### src/rtl/prio_irq_pkg.sv
package prio_irq_pkg;
  // meaning of one trig_mode bit
  typedef enum logic {
    TRIG_EDGE  = 1'b0,
    TRIG_LEVEL = 1'b1
  } trig_e;
endpackage

### src/rtl/prio_req_latch.sv
// Pending-request register with per-line edge or level capture.
module prio_req_latch
  import prio_irq_pkg::*;
#(
  parameter int N = 8
) (
  input  logic         clk,
  input  logic         rst,
  input  logic [N-1:0] req_in,
  input  logic [N-1:0] trig_mode,
  input  logic [N-1:0] ack_clr,
  output logic [N-1:0] irr_q
);

  logic [N-1:0] last_q;

  for (genvar g = 0; g < N; g++) begin : g_line
    always_ff @(posedge clk) begin
      if (rst) begin
        irr_q[g]  <= 1'b0;
        last_q[g] <= 1'b0;
      end else begin
        last_q[g] <= req_in[g];
        if (trig_e'(trig_mode[g]) == TRIG_LEVEL) begin
          irr_q[g] <= req_in[g];
        end else if (req_in[g] && !last_q[g]) begin
          irr_q[g] <= 1'b1;          // a fresh edge beats a same-cycle clear
        end else if (ack_clr[g]) begin
          irr_q[g] <= 1'b0;
        end
      end
    end
  end

endmodule

### src/rtl/prio_scan.sv
// Combinational rotated priority search: slot index and physical line.
module prio_scan #(
  parameter int N  = 8,
  parameter int IW = $clog2(N)
) (
  input  logic [N-1:0]  vec,
  input  logic [IW-1:0] base,
  output logic          found,
  output logic [IW:0]   slot,
  output logic [IW-1:0] line
);

  always_comb begin
    logic [IW-1:0] idx;
    slot = (IW+1)'(N);
    for (int k = N - 1; k >= 0; k--) begin
      idx = IW'(k) + base;
      if (vec[idx]) slot = (IW+1)'(k);
    end
    found = !slot[IW];
    line  = slot[IW-1:0] + base;
  end

endmodule

### src/rtl/prio_svc_track.sv
// In-service register and priority base.
module prio_svc_track #(
  parameter int N  = 8,
  parameter int IW = $clog2(N)
) (
  input  logic          clk,
  input  logic          rst,
  input  logic [N-1:0]  ack_set,
  input  logic [N-1:0]  eoi_clr,
  input  logic          base_we,
  input  logic [IW-1:0] base_wdata,
  input  logic          rot_we,
  input  logic [IW-1:0] rot_val,
  output logic [N-1:0]  isr_q,
  output logic [IW-1:0] base_q
);

  always_ff @(posedge clk) begin
    if (rst) begin
      isr_q  <= '0;
      base_q <= '0;
    end else begin
      isr_q <= (isr_q & ~eoi_clr) | ack_set;
      if (base_we)     base_q <= base_wdata;
      else if (rot_we) base_q <= rot_val;
    end
  end

endmodule

### src/rtl/prio_irq_core.sv
module prio_irq_core #(
  parameter int N            = 8,
  parameter int CASCADE_LINE = 2,
  parameter bit IS_MASTER    = 1'b1
) (
  input  logic                 clk,
  input  logic                 rst,
  input  logic [N-1:0]         req_in,
  input  logic [N-1:0]         trig_mode,
  input  logic                 mask_we,
  input  logic [N-1:0]         mask_wdata,
  input  logic                 base_we,
  input  logic [$clog2(N)-1:0] base_wdata,
  input  logic [N-1:0]         eoi_clr,
  input  logic                 ack,
  input  logic                 sfn_en,
  input  logic                 aeoi_rot_en,
  output logic                 irq_out,
  output logic                 win_valid,
  output logic [$clog2(N)-1:0] win_line
);

  localparam int IW = $clog2(N);

  logic [N-1:0]  irr_q, isr_q, imr_q;
  logic [IW-1:0] base_q;
  logic [N-1:0]  cand, isr_cmp, ack_set, ack_clr;
  logic          ack_take;
  logic          req_found, svc_found;
  logic [IW:0]   req_slot, svc_slot;
  logic [IW-1:0] req_line, svc_line;
  logic          beat;

  // mask register
  always_ff @(posedge clk) begin
    if (rst)          imr_q <= '0;
    else if (mask_we) imr_q <= mask_wdata;
  end

  // acknowledge acts on the line the processor currently sees
  assign ack_take = ack && irq_out;
  assign ack_set  = ack_take ? (N'(1) << win_line) : '0;
  assign ack_clr  = ack_set & ~trig_mode;

  prio_req_latch #(.N(N)) u_latch (
    .clk       (clk),
    .rst       (rst),
    .req_in    (req_in),
    .trig_mode (trig_mode),
    .ack_clr   (ack_clr),
    .irr_q     (irr_q)
  );

  prio_svc_track #(.N(N), .IW(IW)) u_svc (
    .clk        (clk),
    .rst        (rst),
    .ack_set    (ack_set),
    .eoi_clr    (eoi_clr),
    .base_we    (base_we),
    .base_wdata (base_wdata),
    .rot_we     (ack_take && aeoi_rot_en),
    .rot_val    (win_line + 1'b1),
    .isr_q      (isr_q),
    .base_q     (base_q)
  );

  assign cand = irr_q & ~imr_q;

  if (IS_MASTER) begin : g_master
    logic [N-1:0] casc_bit;
    assign casc_bit = N'(1) << CASCADE_LINE;
    assign isr_cmp  = sfn_en ? (isr_q & ~casc_bit) : isr_q;
  end else begin : g_slave
    assign isr_cmp = isr_q;
  end

  prio_scan #(.N(N), .IW(IW)) u_req_scan (
    .vec   (cand),
    .base  (base_q),
    .found (req_found),
    .slot  (req_slot),
    .line  (req_line)
  );

  prio_scan #(.N(N), .IW(IW)) u_svc_scan (
    .vec   (isr_cmp),
    .base  (base_q),
    .found (svc_found),
    .slot  (svc_slot),
    .line  (svc_line)
  );

  // an empty in-service set scans to slot N, which every candidate beats
  assign beat = req_found && (req_slot < svc_slot);

  always_ff @(posedge clk) begin
    if (rst) begin
      irq_out   <= 1'b0;
      win_valid <= 1'b0;
      win_line  <= '0;
    end else begin
      irq_out   <= beat;
      win_valid <= req_found;
      win_line  <= req_found ? req_line : '0;
    end
  end

  logic unused_ok;
  assign unused_ok = ^{svc_found, svc_line};

endmodule

### config.mk
export PLATFORM = sky130hd
export DESIGN_NAME = prio_irq_core
export DESIGN_NICKNAME = d
export VERILOG_FILES = /design/src/rtl/prio_irq_pkg.sv /design/src/rtl/prio_req_latch.sv /design/src/rtl/prio_scan.sv /design/src/rtl/prio_svc_track.sv /design/src/rtl/prio_irq_core.sv
export SDC_FILE = /design/constraint.sdc
export NUM_CORES = 1
export LEC_CHECK = 0
export ABC_CLOCK_PERIOD_IN_PS = 4470
export BUFFER_PORTS_ARGS = -buffer_cell sky130_fd_sc_hd__buf_2
export CAP_MARGIN = 20
export CORE_UTILIZATION = 56
export DETAILED_ROUTE_END_ITERATION = 12
export HOLD_SLACK_MARGIN = 0.03
export PLACE_DENSITY = 0.78
export REMOVE_ABC_BUFFERS = 1
export SLEW_MARGIN = 20
export SYNTH_ARGS = -nofsm -noshare
export SYNTH_HDL_FRONTEND = slang
export SYNTH_SLANG_ARGS = --single-unit
### constraint.sdc
create_clock -name clk -period 4.47 [get_ports clk]
set_input_delay 0.6705 -clock clk [delete_from_list [all_inputs] [get_ports clk]]
set_output_delay 0.6705 -clock clk [all_outputs]
set_load 0.03 [all_outputs]
==> impl_metrics.tcl <==
set metrics [dict create \
    min_period_ns 3.85 \
    clock_skew_ns 0.00960 \
    die_x_um 69.5 \
    area_growth_pct 14.4 \
    synth_edf_count 0 \
    grt_usage_pct 23.5 \
    cap_violations 0 \
    vias 2060 \
    switchingPower_mw 0.369 \
    synth_top_area_share_pct 31.4 \
    critical_path.reg2reg.startpoint "u_svc.base_q[1]" \
    clock.fmax_ghz 0.259 \
    place_area_um2 2810 \
    cp-end-kind "flop" \
    htreeDepth 2 \
    timing.critical_path.from "u_svc.base_q[1]" \
    p_leak_nw 1.28 \
    critPathMostFrequentCell "ha_1" \
    asyncSetResetFlopFracSynth_pct 0 \
    ctsHoldBuffers 0 \
    power_density_nw_per_um2 377 \
    p_int_mw 0.734 \
    slew_viol_final 0 \
    nets 356 \
    grt_overflow 0 \
    timing.reg2reg.setup_slack_ns 0.62 \
    cts_root_buf "clkbuf_8" \
    critPathSlowestCell "dfxtp_1" \
    r2r_cells 10 \
    finalSetupViolations 0 \
    netlist_instances 257 \
    yosysSeqAreaShare_pct 31.4 \
    power.total_mw 1.10 \
    clkTransAtPathRegs_ns 0.09 \
    chipHeight_um 69.5 \
    instances_no_fill 354 \
    syn-cell-area_um2 2550 \
    rsz0062_at_grt "no" \
    min_path_type "reg -> reg" \
    core_area_um2 4350 \
    pwr-share-clk_pct 26.7 \
    critPathKind "reg -> reg" \
    cp_data_arrival_time_ns 4.08 \
    slowest_delay_ns 0.61 \
    r2r_end "irq_out" \
    crit_path_end "irq_out" \
    finalHoldViolCount 0 \
    yosysUniqueCellTypes 49 \
    power_frac_seq_pct 39.1 \
    cts_tree "done" \
    critPathMaxFanout 10 \
    status "completed" \
    synth-main-ff-cell "dfxtp_1" \
    fin_area_um2 2920 \
    fin_crit_sh_pct 86.2 \
    mostFrequentLayoutCells "buf_2 (46), dfxtp_1 (40), nor2_1 (26), nand2b_1 (23), mux2i_1 (23)" \
    cts_resized 0 \
    relSlewSlack_pct 50.3 \
    postLayoutCoreUtil_pct 67.1 \
    io_buffers 46 \
    grt_max_degree 39 \
    yosys_warnings 0 \
    cp_cell_sequence "clkinv_1 > ha_1 > mux4_2 > nor2b_1 > a211oi_1 > nand3_1 > or3_1 > ha_1 > or4b_1 > o21ai_1" \
    io_pins 47 \
    clock_latency_ns 0.29 \
    synth_largest_area_cell "dfxtp_1" \
    cts_setup_buffers 0 \
    antenna_left 0 \
    initial_utilization_pct 58.6 \
    final_common_cell "buf_2" \
    ir_drop_mv 0.215 \
    dp_hpwl_mm 4.18 \
    cts_made_buffers 5 \
    cts_sinks 40 \
    via_per_inst 5.82 \
    setup_tns_ns 0 \
    sw_frac_of_total_pct 33.4 \
    diodes 0 \
    totalWireLength_mm 5.27 \
    rows 24 \
    drive_gt1_share_pct 25.5 \
    synth.ff_latch_count 40 \
    clk_path_buf_depth 2 \
    place.gp.congestion 0.829 \
    place_inst 346 \
    drtIter0Drc 77 \
    grt_antenna_before_repair 0 \
    grt_pass1_wl_mm 9.11 \
    synth_area_leaders "dfxtp_1 (31%), mux2i_1 (9.0%), mux4_2 (6.2%)" \
    grt_pass1_vias 1950 \
    avgSynthCellArea_um2 9.93 \
    dieArea_um2 4830 \
    pwr-share-comb_pct 34.3 \
    cp-start-kind "flop" \
    wire_per_inst_um 14.9 \
    drc 0 \
    max_slew.worst_pin.slew_ns 0.746 \
    firstDrtPassIters 4 \
    critPathRequiredTime_ns 4.69 \
]
logic make-up (layout without fill, tap and decap cells):
family / Yosys count / count (layout) / share of synthesized area, %
AO/OA/AOI/OAI: 41 / 41 / 10.7
XOR/XNOR: 5 / 5 / 1.72
adder cells (fa/ha/maj): 13 / 13 / 6.67
buffers and inverters: 22 / 67 / 3.92
flip-flops: 40 / 40 / 31.4
multiplexers: 42 / 42 / 24.0
AND/OR/NAND/NOR: 94 / 94 / 21.6
cell type report:
cell class,count,area [µm²]
Clock buffer,5,68.8
Clock inverter,3,42.5
Fill cell,368,1430
Tap cell,52,65.1
Multi-Input combinational cell,195,1650
Sequential cell,40,801
Inverter,11,46.3
Timing Repair Buffer,48,245
stage by stage:
stage / hold WS, ns / setup WS [ns]
4_1_cts: 0.483 / 0.618
3_3_place_gp: 0.465 / 0.754
3_5_place_dp: 0.472 / 0.645
6_report: 0.485 / 0.616
2_1_floorplan: 0.447 / 0.889
5_1_grt: 0.506 / 0.329
flip-flops by register name, summed over array words and instances, names as in the netlist:
signal and cells:
win_valid 1, imr_q 8, u_svc.isr_q 8, u_latch.irr_q 8, u_latch.last_q 8, u_svc.base_q 3
irq_out 1, win_line 3
power groups by stage:
stage	registers, mW	logic (mW)	clock network, mW
3_3_place_gp	0.437	0.368	0
2_1_floorplan	0.458	0.252	0
3_5_place_dp	0.438	0.376	0
6_report	0.431	0.378	0.294
4_1_cts	0.430	0.380	0.299
5_1_grt	0.438	0.416	0.313
worst max-delay path, delay by kind of cell, from the launching register on:
family	cells	cell delay [ns]
muxes	1	0.57
buffers and inverters	1	0.30
AOI/OAI and AO/OA	2	0.40
and+or+nand+nor	4	1.09
adders and majority gates	2	0.80
DFF	1	0.61
per-layer routing:
metal  track usage (%)  wire [µm]  vias up
li1                  -          -     1008
met5                 0          0        -
met4              7.71         76        0
met1              30.1       2430      996
met2              39.5       2560       48
met3              4.94        203        8
cell usage after synthesis, types with 2 or more instances:
cell,n
mux2_4,4
dfxtp_1,40
nand2_1,12
nand3b_1,2
nand2b_1,23
mux4_2,7
a31oi_1,2
nand3_1,3
clkbuf_1,7
a211oi_1,5
mux4_1,5
ha_1,12
mux2i_1,23
xnor2_1,4
inv_1,9
nor3_1,2
a32o_1,6
or3_1,2
and2_1,2
nor2_1,26
o21ai_0,2
nor2b_1,12
mux2_2,3
a21oi_1,19
how the worst min path moves through the flow:
stage                 startpoint          endpoint  cells after the start
2_1_floorplan     u_svc.isr_q[2]    u_svc.isr_q[2]                      2
5_1_grt        u_latch.last_q[1]  u_latch.irr_q[1]                      2
4_1_cts           u_svc.isr_q[2]    u_svc.isr_q[2]                      2
3_3_place_gp            imr_q[5]          imr_q[5]                      2
6_report          u_svc.isr_q[2]    u_svc.isr_q[2]                      2
3_5_place_dp      u_svc.isr_q[2]    u_svc.isr_q[2]                      2
Note: power is estimated with default switching activity, not from simulation.
